**config.mk**
```make
export PLATFORM = sky130hd
export DESIGN_NAME = dbg_mailbox
export DESIGN_NICKNAME = d
export VERILOG_FILES = /design/src/rtl/dbg_mailbox_pkg.sv /design/src/rtl/mb_store.sv /design/src/rtl/mb_steer.sv /design/src/rtl/mb_guard.sv /design/src/rtl/dbg_mailbox.sv
export SDC_FILE = /design/constraint.sdc
export NUM_CORES = 1
export LEC_CHECK = 0
export BUFFER_PORTS_ARGS = -buffer_cell sky130_fd_sc_hd__buf_2
export CORE_UTILIZATION = 25
export DETAILED_ROUTE_END_ITERATION = 7
export PLACE_DENSITY = 0.69
export SYNTH_ARGS = -nofsm -noshare
export SYNTH_HDL_FRONTEND = slang
export SYNTH_SLANG_ARGS = --single-unit
```
**constraint.sdc**
```tcl
create_clock -name clk -period 1.54 [get_ports clk]
set_input_delay 0.154 -clock clk [delete_from_list [all_inputs] [get_ports clk]]
set_output_delay 0.154 -clock clk [all_outputs]
set_load 0.01 [all_outputs]
```
**src/rtl/dbg_mailbox_pkg.sv**
```systemverilog
// Package: shared sizes and the decoded access kind for the debug mailbox.
package dbg_mailbox_pkg;
    localparam int MB_DATA_W = 8;
    localparam int MB_ADDR_W = 6;
    localparam int MB_LOCK_N = 2;

    // Where a CPU access to the shared address is routed.
    typedef enum logic [1:0] {
        ROUTE_NONE    = 2'd0,
        ROUTE_MAILBOX = 2'd1,
        ROUTE_IO      = 2'd2
    } route_e;
endpackage

```
**src/rtl/mb_store.sv**
```systemverilog
// Module: mb_store
// Holds the mailbox byte and its dirty flag.
// Assumes: wr_en and clr are single-cycle qualified strobes; a write wins over a clear.
module mb_store #(
    parameter int DATA_W = 8
) (
    input  logic              clk,
    input  logic              rst_n,
    input  logic              wr_en,
    input  logic [DATA_W-1:0] wdata,
    input  logic              clr,
    output logic [DATA_W-1:0] data_q,
    output logic              dirty_q
);
    // Capture the byte on an enabled write.
    always_ff @(posedge clk) begin
        if (!rst_n)
            data_q <= '0;
        else if (wr_en)
            data_q <= wdata;
    end

    // Set on write, clear on debugger acknowledge; the write has priority.
    always_ff @(posedge clk) begin
        if (!rst_n)
            dirty_q <= 1'b0;
        else if (wr_en)
            dirty_q <= 1'b1;
        else if (clr)
            dirty_q <= 1'b0;
    end
endmodule

```
**src/rtl/mb_steer.sv**
```systemverilog
// Module: mb_steer
// Decodes the shared address and routes each access to the mailbox or to the ordinary register.
// Assumes: the read path is combinational; the top bit of a mailbox read is the dirty flag.
module mb_steer
    import dbg_mailbox_pkg::*;
#(
    parameter int                ADDR_W  = 6,
    parameter int                DATA_W  = 8,
    parameter logic [ADDR_W-1:0] MB_ADDR = '0
) (
    input  logic [ADDR_W-1:0] addr,
    input  logic              wr,
    input  logic              rd,
    input  logic              fuse_en,
    input  logic              acc_en,
    input  logic [DATA_W-1:0] mb_data,
    input  logic              mb_dirty,
    input  logic [DATA_W-1:0] io_rdata,
    output logic              mb_wr,
    output logic              io_wr,
    output logic              io_rd,
    output logic [DATA_W-1:0] rdata
);
    localparam int FLAG_BIT = DATA_W - 1;

    route_e route;

    // Choose the target of an access from the address and the two enables.
    always_comb begin
        if (addr != MB_ADDR)
            route = ROUTE_NONE;
        else if (fuse_en && acc_en)
            route = ROUTE_MAILBOX;
        else
            route = ROUTE_IO;
    end

    // Raise the strobes for the chosen target.
    always_comb begin
        mb_wr = wr && (route == ROUTE_MAILBOX);
        io_wr = wr && (route == ROUTE_IO);
        io_rd = rd && (route == ROUTE_IO);
    end

    // Build the read data: the dirty flag overlays the top bit of the mailbox byte.
    always_comb begin
        rdata = '0;
        if (rd) begin
            case (route)
                ROUTE_MAILBOX: rdata = {mb_dirty, mb_data[FLAG_BIT-1:0]};
                ROUTE_IO:      rdata = io_rdata;
                default:       rdata = '0;
            endcase
        end
    end
endmodule

```
**src/rtl/mb_guard.sv**
```systemverilog
// Module: mb_guard
// Combinational protection checks: gates debug-fuse programming on the lock bits
// and derives the debug-port enable.
// Assumes: a lock bit at 1 means that lock is programmed.
module mb_guard #(
    parameter int LOCK_N = 2
) (
    input  logic              prog_req,
    input  logic [LOCK_N-1:0] lock_set,
    input  logic              port_fuse_en,
    input  logic              port_disable,
    output logic              prog_ok,
    output logic              port_active
);
    logic [LOCK_N:0] lock_any;

    assign lock_any[0] = 1'b0;

    // Fold each lock bit into a running "any lock programmed" chain.
    for (genvar i = 0; i < LOCK_N; i++) begin : g_lock
        assign lock_any[i+1] = lock_any[i] | lock_set[i];
    end

    // Accept programming only with no lock set; the port needs its fuse and no disable.
    always_comb begin
        prog_ok     = prog_req && !lock_any[LOCK_N];
        port_active = port_fuse_en && !port_disable;
    end
endmodule

```
**src/rtl/dbg_mailbox.sv**
```systemverilog
// Module: dbg_mailbox (top)
// One-byte CPU-to-debugger mailbox with a dirty flag, overlaid on an ordinary I/O address.
// Assumes: synchronous active-low reset; the CPU read path is combinational.
module dbg_mailbox
    import dbg_mailbox_pkg::*;
#(
    parameter int                ADDR_W  = MB_ADDR_W,
    parameter int                DATA_W  = MB_DATA_W,
    parameter int                LOCK_N  = MB_LOCK_N,
    parameter logic [ADDR_W-1:0] MB_ADDR = 6'h31
) (
    input  logic              clk,
    input  logic              rst_n,
    input  logic [ADDR_W-1:0] cpu_addr,
    input  logic              cpu_wr,
    input  logic              cpu_rd,
    input  logic [DATA_W-1:0] cpu_wdata,
    output logic [DATA_W-1:0] cpu_rdata,
    output logic              io_wr,
    output logic              io_rd,
    input  logic [DATA_W-1:0] io_rdata,
    input  logic              fuse_dbg_en,
    input  logic              dbg_acc_en,
    input  logic              dbg_rd_ack,
    output logic [DATA_W-1:0] dbg_data,
    output logic              dbg_dirty,
    input  logic              fuse_prog_req,
    input  logic [LOCK_N-1:0] lock_set,
    output logic              fuse_prog_ok,
    input  logic              port_fuse_en,
    input  logic              port_disable,
    output logic              port_active
);
    logic mb_wr;

    mb_steer #(.ADDR_W(ADDR_W), .DATA_W(DATA_W), .MB_ADDR(MB_ADDR)) u_steer (
        .addr     (cpu_addr),
        .wr       (cpu_wr),
        .rd       (cpu_rd),
        .fuse_en  (fuse_dbg_en),
        .acc_en   (dbg_acc_en),
        .mb_data  (dbg_data),
        .mb_dirty (dbg_dirty),
        .io_rdata (io_rdata),
        .mb_wr    (mb_wr),
        .io_wr    (io_wr),
        .io_rd    (io_rd),
        .rdata    (cpu_rdata)
    );

    mb_store #(.DATA_W(DATA_W)) u_store (
        .clk     (clk),
        .rst_n   (rst_n),
        .wr_en   (mb_wr),
        .wdata   (cpu_wdata),
        .clr     (dbg_rd_ack),
        .data_q  (dbg_data),
        .dirty_q (dbg_dirty)
    );

    mb_guard #(.LOCK_N(LOCK_N)) u_guard (
        .prog_req     (fuse_prog_req),
        .lock_set     (lock_set),
        .port_fuse_en (port_fuse_en),
        .port_disable (port_disable),
        .prog_ok      (fuse_prog_ok),
        .port_active  (port_active)
    );
endmodule

```
---- Yosys cells after proc, flatten, opt, wreduce, memory -nomap -nowiden ----
Cells that the tools add are included.
word-level totals
  register bits after elaboration ......... 9
  bits of input ports ..................... 34
  output and inout port bits .............. 21
  word-level logic and storage cells ...... 21
operators by class
  equal/unequal tests ..................... 3
  multiplexer cells ....................... 6
  bitwise operators ....................... 1
  reduce and logical (&&, ||, !) cells .... 9
operators with widths
  operator                                                          number
  8-bit case mux with 2 select lines                                1
  8-bit 2-to-1 mux                                                  1
  1-bit logical AND                                                 6
  6-bit inequality test (second input constant)                     1
  2-bit 2-to-1 mux                                                  2
  2-bit by 1-bit == test with 1-bit output (second input constant)  1
  2-bit == test (second input constant)                             1
  1-bit logical NOT                                                 2
  1-bit 2-to-1 mux                                                  2
  2-bit nonzero test                                                1
  1-bit bitwise OR                                                  1

---- Longest topological paths before layout ----
Gate-level depths: netlist (run 1).
  depth after elaboration ................. 6
  mapped depth ............................ 4
  gate-level depth less buffers ........... 3

---- Hierarchy ----
A second synthesis (run 1) with hierarchy kept.
unflattened totals
  cell total of the unflattened synthesis .. 66
  area total of the unflattened synthesis .. 639.4 µm²
modules (own cells, without submodules)
  module    times used  cells an instance  area each (µm²)  sequential area each (µm²)
  mb_store  1           28                 335.3            180.2
  mb_steer  1           36                 285.3            0.0
  mb_guard  1           2                  18.8             0.0

---- Worst setup path before layout (run 1) ----
OpenSTA, ideal clock, no wires.
  path kind ............................... input-to-output
  start ................................... input cpu_addr[1]
  end ..................................... output cpu_rdata[0]
  data arrival time ....................... 0.876 ns
  required time ........................... 1.386 ns
  slack ................................... 0.510 ns
  stages on the path ...................... 3
  path buffers ............................ 0
  cell sequence ........................... and4b_1 nand3_1 a21oi_1
between the ends
  longest elaborated chain between the ends .. 5
  elaborated cells on any way between the ends .. 6
  classes of those cells .................. eq/ne: 3; mux: 3
RTL lines
  element                                                                           line               RTL
  from (decl)                                                                       dbg_mailbox.sv:14  input logic [ADDR_W-1:0] cpu_addr,
  6-bit inequality test *                                                           mb_steer.sv:30     if (addr != MB_ADDR)
  2-bit 2-to-1 mux *                                                                mb_steer.sv:30
  2-bit == test / 2-bit by 1-bit == test with 1-bit output (equally long branches)  mb_steer.sv:49     case (route)
  8-bit case mux with 2 select lines *                                              mb_steer.sv:49
  8-bit 2-to-1 mux *                                                                mb_steer.sv:48     if (rd) begin
  to (decl)                                                                         dbg_mailbox.sv:18  output logic [DATA_W-1:0] cpu_rdata,
Every way passes the cells marked *; elsewhere a longest branch is shown, timed or not.

---- Final worst setup path (run 1) ----
  start ................................... input cpu_addr[1]
  end ..................................... output cpu_rdata[3]
The elaborated chain is that of the path after synthesis.

==> flow_metrics.py, run 1 <==
metrics = {
    "global_routing": {
        "grt_overflow": 0,
        "grt_max_degree": 18,
        "grt_usage_pct": 11.7,
        "grt_pass1_vias": 463,
        "grt_pass1_wl_mm": 1.80,
        "antenna_found_initial": 0,
    },
    "routing": {
        "route.vias.total": 684,
        "drc": 0,
        "postRouteWirelength_mm": 1.49,
        "ant_nets": 0,
        "vias_per_cell": 4.36,
        "dr.pass1.iters": 4,
        "first_iter_violations": 8,
        "wl_per_cell_um": 9.46,
    },
    "sta": {
        "setup_viol": 0,
        "hold_viol": 0,
        "clock_skew_ns": 0,
        "tns_ns": 0,
        "tightestPinTransition_ns": 0.365,
        "period_needed_ns": 1.36,
        "rsz0062_at_grt": "false",
        "slew-limit-headroom_pct": 75.6,
        "fin_ws_ns": 0.182,
        "slew_viol_final": 0,
        "max_freq_mhz": 736,
        "whs_ns": 0.145,
        "min_period_over_period_pct": 88.2,
    },
    "pwr": {
        "irDropWorstVdd_v": 0.000364,
        "p_per_area_nw_per_um2": 574,
        "power.leakage_nw": 0.448,
    },
    "logic_synthesis": {
        "synth-main-ff-cell": "dfxtp_1",
        "syn_avg_cell_area_um2": 7.05,
        "syn_area_um2": 522,
        "syn-num-nets": 108,
        "ys_seq_area_share_pct": 34.5,
        "ys_seq_elements": 9,
        "synthCells": 74,
        "synth-edff-count": 0,
        "synthArstFlopShare_pct": 0,
        "synth_top_area_share_pct": 34.5,
        "yosys.area.top_type": "dfxtp_1",
        "yosys_warnings": 0,
        "yosysUniqueCellTypes": 15,
        "synth_most_common_cell": "nand2_1",
        "synthTopCellsByArea": "dfxtp_1 (35%), nand2_1 (24%), mux2i_1 (15%)",
        "synth_commonest_cells": "nand2_1 (33), dfxtp_1 (9), a21oi_1 (8), mux2i_1 (8), nor2_1 (3)",
    },
    "critical_path": {
        "reg2reg_from": "u_store.dirty_q",
        "crit_required_ns": 1.39,
        "path_class": "in2out",
        "cp_max_fo": 9,
        "arrival_ns": 1.20,
        "r2r_setup_slack_ns": 0.84,
        "startpoint_type": "input port",
        "rr_worst_depth": 2,
        "rr_endpoint": "u_store.dirty_q",
        "end_kind": "output pin",
    },
    "clock_tree": {
        "cts_hold_buf": 0,
        "clock_latency_ns": 0.25,
        "clkTransAtPathRegs_ns": 0.06,
        "cts_buffers": 3,
        "clockRootBuffer": "clkbuf_4",
        "post_cts_buffers": 0,
        "cts.htree.levels": 1,
        "clk_path_buf_depth": 2,
        "cts.repair.resized": 0,
        "cts_tree": "built",
        "clock_sinks": 9,
    },
    "floorplan": {
        "coreArea_um2": 1960,
        "start_util_pct": 26.6,
        "die-area_um2": 2270,
        "die_h_um": 47.7,
        "std_cell_rows": 16,
        "ioPinCount": 55,
        "die_w_um": 47.7,
    },
    "worst_hold_path": {
        "hold_end": "u_store.data_q[2]",
        "hold_path_class": "in2reg",
        "hold_path_depth": 3,
        "min_from": "cpu_wdata[2]",
    },
    "layout": {
        "final_util_pct": 43.0,
        "nets": 165,
        "stdcell_count": 157,
        "drive_gt1_share_pct": 45.4,
        "antennaDiodeCount": 0,
        "seqCellArea_um2": 180,
        "fillers": 214,
        "multi_input_area_um2": 318,
        "area_growth_pct": 61.6,
    },
    "run": {
        "drv_cap": 0,
    },
    "place": {
        "dp_hpwl_mm": 1.19,
        "portBuffers": 54,
        "place_inst": 153,
        "post-place-ws_ns": 0.189,
        "place_congestion": 0.621,
    },
    "status": {
        "status": "completed",
    },
}
sequential cells by signal, indices dropped and copies added (netlist names):
register         flops
u_store.data_q       8
u_store.dirty_q      1
logic make-up after synthesis:
| kind of cell | Yosys count | share of synthesized area [%] |
|---|---|---|
| AO/OA/AOI/OAI | 9 | 9.11 |
| AND/OR/NAND/NOR | 44 | 36.5 |
| flip-flops | 9 | 34.5 |
| buffers and inverters | 4 | 4.56 |
| multiplexers | 8 | 15.3 |
how the worst max path moves through the flow:
stage | startpoint | to | slack, ns | cells past startpoint
6_report | cpu_addr[1] | cpu_rdata[3] | 0.18 | 5
4_1_cts | cpu_addr[1] | cpu_rdata[4] | 0.19 | 5
3_3_place_gp | cpu_addr[1] | cpu_rdata[0] | 0.24 | 5
3_5_place_dp | cpu_addr[1] | cpu_rdata[4] | 0.19 | 5
2_1_floorplan | cpu_addr[1] | cpu_rdata[0] | 0.51 | 3
5_1_grt | cpu_addr[1] | cpu_rdata[4] | 0.09 | 5
per-stage QoR:
stage | cell area (um^2) | power [W]
after global placement | 817 | 0.000314
final | 843 | 0.000484
after CTS | 843 | 0.000495
after global routing | 843 | 0.000518
after detailed placement | 817 | 0.000317
after floorplan | 522 | 0.000268
layout by cell type, fill, tap and decap left out, drive strengths merged:
master	n
nor3b	1
mux2i	8
o21a	1
and4	1
nor2b	2
and2	1
nand2	33
clkbuf	4
buf	56
nand3	2
a21oi	8
nor2	3
dfxtp	9
and4b	1
report_power, final:
group | switching, W | total (W) | internal [W]
clock network | 0.0000734 | 0.000173 | 0.0000993
logic | 0.0000359 | 0.0000779 | 0.0000419
registers | 0.000000200 | 0.000233 | 0.000233
layout make-up:
| class | instances | area share, % |
|---|---|---|
| Sequential cell | 9 | 21.4 |
| Multi-Input combinational cell | 61 | 37.7 |
| Tap cell | 27 | 4.01 |
| Timing Repair Buffer | 56 | 33.8 |
| Clock buffer | 4 | 3.12 |
critical path: stages:
cell and delay, ns:
buf_2 0.10, and4b_1 0.27, nand3_1 0.29, a21oi_1 0.23, buf_2 0.16
layer usage:
| metal | GRT usage, % | vias up | part of all wire [%] |
|---|---|---|---|
| met4 | 1.67 | 0 | 0 |
| met1 | 12.0 | 290 | 47 |
| li1 | - | 357 | - |
| met2 | 21.6 | 37 | 43 |
| met5 | 0 | - | 0 |
| met3 | 5.66 | 0 | 10 |
No activity file was read; power rests on OpenSTA's default activity.
==> inputs of run 2 (changes only) <==
SETUP_SLACK_MARGIN = 0.2   (was default)
==> run 2 against run 1 <==
  * Non-clock buffer count unchanged
  * Core utilization increased by 0.26 points
  * Clock skew unchanged
  * Worst hold slack about the same
  * Flip-flop and latch count unchanged
  * Die area unchanged
  * Register-to-register slack about the same
  * Clock-buffer cell count unchanged
  * Routed wire length increased by 0.34%
  * Clock power about the same
  * Sequential power about the same
  * Worst setup slack improved by 0.13 ns
  * Largest power group unchanged
==> flow_metrics.py, run 2 (synthesis results as in run 1) <==
metrics = {
    "routing": {
        "vias_per_cell": 4.34,
        "wl_met2_um": 652,
        "m1WireLength_um": 688,
        "ant_nets": 0,
        "postRouteWirelength_mm": 1.49,
        "wl_met3_um": 149,
        "route.vias.total": 682,
        "first_iter_violations": 6,
        "top_layer": "met3",
        "drc": 0,
        "dr.pass1.iters": 4,
        "wl_per_cell_um": 9.49,
    },
    "sta": {
        "setup_viol": 0,
        "max_freq_mhz": 814,
        "tns_ns": 0,
        "fin_ws_ns": 0.311,
        "tightestPinTransition_ns": 0.294,
        "slew_viol_final": 0,
        "min_period_over_period_pct": 79.8,
        "hold_viol": 0,
        "slew-limit-headroom_pct": 80.3,
        "period_needed_ns": 1.23,
        "clock_skew_ns": 0,
        "rsz0062_at_grt": "false",
    },
    "pwr": {
        "p_per_area_nw_per_um2": 572,
        "total_power_w": 0.000485,
        "irDropWorstVdd_v": 0.000364,
        "power.leakage_nw": 0.448,
    },
    "status": {
        "status": "completed",
    },
    "global_routing": {
        "grt_usage_pct": 11.7,
        "grt_pass1_wl_mm": 1.81,
        "grt_overflow": 0,
        "grt_pass1_vias": 469,
        "antenna_found_initial": 0,
        "grt_max_degree": 18,
    },
    "floorplan": {
        "die_w_um": 47.7,
        "coreArea_um2": 1960,
        "die-area_um2": 2270,
        "die_h_um": 47.7,
        "ioPinCount": 55,
        "start_util_pct": 26.6,
        "std_cell_rows": 16,
    },
    "critical_path": {
        "path_depth": 5,
        "worst_path_most_repeated_cell": "buf_2",
        "rr_endpoint": "u_store.dirty_q",
        "cp_slowest_stage_delay_ns": 0.29,
        "end_kind": "output pin",
        "critical_path.cell_chain": "buf_2 > and4b_1 > nand3_2 > a21oi_1 > buf_2",
        "r2r_setup_slack_ns": 0.84,
        "reg2reg_from": "u_store.dirty_q",
        "worst_setup_path_endpoint": "cpu_rdata[4]",
        "crit_family": "simple AND/OR/NAND/NOR gates",
        "rr_worst_depth": 2,
        "cp_max_fo": 9,
        "crit_required_ns": 1.39,
        "path_buf_inv": 2,
        "path_class": "in2out",
        "arrival_ns": 1.07,
        "slowest_stage": "and4b_1",
        "startpoint": "cpu_addr[1]",
        "startpoint_type": "input port",
    },
    "clock_tree": {
        "clkTransAtPathRegs_ns": 0.06,
        "clock_sinks": 9,
        "clockRootBuffer": "clkbuf_4",
        "clock_latency_ns": 0.25,
        "post_cts_buffers": 0,
        "cts_buffers": 3,
        "cts_tree": "built",
        "clk_path_buf_depth": 2,
        "cts_hold_buf": 0,
        "cts.htree.levels": 1,
    },
    "layout": {
        "drive_gt1_share_pct": 46.2,
        "reg_top3": "u_store.data_q (8), u_store.dirty_q (1)",
        "top_register": "u_store.data_q",
        "nets": 165,
        "stdcell_count": 157,
        "area_growth_pct": 62.6,
        "largest_reg_flops": 8,
        "final_util_pct": 43.2,
        "final_common_cell": "buf_2",
        "layout_common_cells": "buf_2 (54), nand2_1 (33), dfxtp_1 (9)",
        "antennaDiodeCount": 0,
    },
    "place": {
        "portBuffers": 54,
        "place_congestion": 0.621,
        "dp_hpwl_mm": 1.19,
        "post-place-ws_ns": 0.189,
        "place_inst": 153,
    },
    "worst_hold_path": {
        "hold_path_class": "in2reg",
    },
    "run": {
        "drv_cap": 0,
    },
}
==> run 2: timing repair <==
action	CTS	global route
endpoints found under the hold margin	0	0
gates resized for setup	1	0
setup endpoints to repair	3	0
==> run 2: worst reg2reg max path, cell delays in order (launching register included) <==
cell and delay [ns]:
dfxtp_1 0.32, nor2b_1 0.13, o21a_1 0.16
==> run 2: final cells by class <==
cell class,instances,area [um^2]
fillers,213,1110
multi-input cells,61,323
clock buffers,4,26.3
repair buffers,56,285
flip-flops and latches,9,180
well taps,27,33.8
==> run 2: per-stage QoR <==
stage,cell area (um^2),hold slack [ns]
after floorplan,522,0.296
after global placement,817,0.401
after detailed placement,817,0.409
after CTS,848,0.140
after global routing,848,0.142
final,848,0.145
==> run 2: worst min-delay path by stage <==
| stage | startpoint | to | cells after the start |
|---|---|---|---|
| floorplan | cpu_wdata[7] | u_store.data_q[7] | 2 |
| global placement | cpu_wdata[2] | u_store.data_q[2] | 3 |
| detailed placement | cpu_wdata[6] | u_store.data_q[6] | 3 |
| CTS | cpu_wdata[6] | u_store.data_q[6] | 3 |
| global route | cpu_wdata[5] | u_store.data_q[5] | 3 |
| finish | cpu_wdata[4] | u_store.data_q[4] | 3 |
==> run 2: layer usage <==
layer  vias up  global-route usage, %
li1        356                      -
met1       289                   12.0
met2        37                   21.9
met3         0                   5.66
met4         0                   1.67
met5         -                      0
==> run 2: report_power, final <==
group	switching (W)	leakage (nW)	total, W	internal [W]
Clock	0.0000734	0.0150	0.000173	0.0000993
Combinational	0.0000369	0.361	0.0000789	0.0000420
Sequential	0.000000198	0.0725	0.000233	0.000233
Total	0.000110	0.448	0.000485	0.000374
==> inputs of run 3 (changes only) <==
PLACE_DENSITY = 0.71   (was 0.69)
clock period = 1.05 ns   (was 1.54 ns; I/O delays follow)
==> run 3 against run 2 <==
  * First-iteration DRC count is 50% higher
  * Worst hold slack worse by 0.064 ns
  * Die area stayed put
  * Clock power up 54%
  * Critical endpoint is now cpu_rdata[1]
  * Largest cell class is now buffers
  * Global-route usage is 2.0 points higher
  * Routed wire length increased by 18%
  * Critical path depth rose by 1
  * Register-to-register slack got worse by 0.50 ns
  * The run now ends with setup timing left
  * Power is 51% higher
  * Core utilization grew 8.5 points
  * Non-clock buffer count up 6
==> flow_metrics.py, run 3 (synthesis results as in run 1) <==
metrics = {
    "place": {
        "dp_hpwl_mm": 1.27,
        "place_congestion": 0.633,
        "portBuffers": 54,
    },
    "critical_path": {
        "arrival_ns": 0.98,
        "rr_endpoint": "u_store.dirty_q",
        "end_kind": "output pin",
        "rr_worst_depth": 2,
        "worst_path_most_repeated_cell": "buf_6",
        "crit_family": "simple AND/OR/NAND/NOR gates",
        "reg2reg_from": "u_store.dirty_q",
        "path_buf_inv": 3,
        "r2r_setup_slack_ns": 0.34,
        "startpoint_type": "input port",
        "cp_slowest_stage_delay_ns": 0.28,
        "critical_path.cell_chain": "buf_6 > and4b_1 > nand3_2 > buf_6 > a21oi_2 > buf_2",
        "slowest_stage": "and4b_1",
        "cp_max_fo": 5,
        "crit_required_ns": 0.94,
        "path_class": "in2out",
    },
    "sta": {
        "max_freq_mhz": 921,
        "period_needed_ns": 1.09,
        "setup_viol": 8,
        "tightestPinTransition_ns": 0.265,
        "whs_ns": 0.0814,
        "fin_ws_ns": -0.0359,
        "hold_viol": 0,
        "slew-limit-headroom_pct": 82.3,
        "rsz0062_at_grt": "true",
        "min_period_over_period_pct": 103,
        "clock_skew_ns": 0,
        "slew_viol_final": 0,
    },
    "worst_hold_path": {
        "hold_path_class": "in2reg",
        "hold_end": "u_store.data_q[2]",
        "hold_path_depth": 3,
        "min_from": "cpu_wdata[2]",
    },
    "floorplan": {
        "die-area_um2": 2270,
        "start_util_pct": 26.6,
        "coreArea_um2": 1960,
        "die_h_um": 47.7,
        "ioPinCount": 55,
        "die_w_um": 47.7,
        "std_cell_rows": 16,
    },
    "global_routing": {
        "grt_overflow": 0,
        "grt_pass1_vias": 558,
        "grt_pass1_wl_mm": 2.15,
        "grt_usage_pct": 13.8,
        "antenna_found_initial": 0,
        "grt_max_degree": 18,
    },
    "status": {
        "violations": "setup timing",
        "status": "finished, violations left",
    },
    "clock_tree": {
        "cts_hold_buf": 0,
        "clock_sinks": 9,
        "clockRootBuffer": "clkbuf_4",
        "clk_path_buf_depth": 2,
        "cts_tree": "built",
        "clkTransAtPathRegs_ns": 0.06,
        "clock_latency_ns": 0.26,
        "cts.htree.levels": 1,
        "cts_buffers": 3,
    },
    "routing": {
        "postRouteWirelength_mm": 1.76,
        "ant_nets": 0,
        "vias_per_cell": 4.44,
        "route.vias.total": 724,
        "first_iter_violations": 9,
        "dr.pass1.iters": 4,
        "drc": 0,
        "wl_per_cell_um": 10.8,
    },
    "layout": {
        "layout_common_cells": "buf_2 (45), nand2_1 (33), buf_6 (11)",
        "area_growth_pct": 94.7,
        "fillers": 191,
        "largest_reg_flops": 8,
        "final_common_cell": "buf_2",
        "top_register": "u_store.data_q",
        "antennaDiodeCount": 0,
        "reg_top3": "u_store.data_q (8), u_store.dirty_q (1)",
        "nets": 171,
        "drive_gt1_share_pct": 61.8,
        "multi_input_area_um2": 355,
        "seqCellArea_um2": 194,
    },
    "pwr": {
        "irDropWorstVdd_v": 0.000367,
        "p_per_area_nw_per_um2": 722,
        "power.leakage_nw": 0.495,
        "total_power_w": 0.000734,
    },
    "run": {
        "drv_cap": 0,
    },
}
## run 3: cell types whose count changed in the layout (fill, tap and decap cells not counted)
cell | previous run | this run
buf_2 | 54 | 45
dfxtp_2 | 0 | 8
nor2_2 | 0 | 1
buf_12 | 0 | 1
dfxtp_4 | 0 | 1
nor2_1 | 3 | 2
buf_6 | 0 | 11
a21oi_2 | 0 | 8
a21oi_1 | 8 | 0
buf_4 | 2 | 5
dfxtp_1 | 9 | 0
## run 3: final cells by class
| class | instances | area share [%] |
|---|---|---|
| multi-input cells | 61 | 35.0 |
| repair buffers | 62 | 40.0 |
| flip-flops and latches | 9 | 19.1 |
| clock buffers | 4 | 2.59 |
| well taps | 27 | 3.33 |
## run 3: timing repair
action                                  in CTS  in global routing
gates resized for setup                     20                 11
buffers inserted                             1                  3
pin swaps                                    2                  0
endpoints found under the setup margin      25                 28
cloned                                       1                  0
## run 3: layer usage
layer | share of wire (%) | GRT usage (%) | wire [um] | vias up
li1 | - | - | - | 365
met1 | 44 | 14.6 | 771 | 316
met2 | 47 | 25.1 | 828 | 41
met3 | 9.1 | 3.40 | 160 | 2
met4 | 0.23 | 6.67 | 4 | 0
met5 | 0 | 0 | 0 | -
## run 3: tightest hold or removal path, cell delays in order
cell and delay (ns):
buf_2 0.09, nand2_1 0.05, mux2i_1 0.06
## run 3: how the worst max path moves through the flow
| stage | from | end | cells past startpoint |
|---|---|---|---|
| 2_1_floorplan | cpu_addr[1] | cpu_rdata[0] | 3 |
| 3_3_place_gp | cpu_addr[1] | u_store.data_q[7] | 5 |
| 3_5_place_dp | cpu_addr[1] | u_store.data_q[5] | 5 |
| 4_1_cts | cpu_addr[1] | cpu_rdata[7] | 6 |
| 5_1_grt | cpu_addr[1] | cpu_rdata[6] | 6 |
| 6_report | cpu_addr[1] | cpu_rdata[1] | 6 |
## run 3: stage by stage
step	instance area, um^2	setup WS [ns]	util [%]	instances	TNS, ns
final	1020	-0.0359	51.8	163	-0.198
after CTS	942	-0.0206	48.0	160	-0.0616
after global routing	1020	-0.0838	51.8	163	-0.543
after global placement	837	-0.0450	42.7	154	-0.492
after floorplan	522	0.118	-	74	0
after detailed placement	837	-0.0829	42.7	154	-1.00
## run 3: report_power, final
part	total (W)	internal, W	switching, W
registers	0.000339	0.000339	0.000000424
logic	0.000127	0.0000669	0.0000603
clock network	0.000267	0.000146	0.000121
total	0.000734	0.000552	0.000182
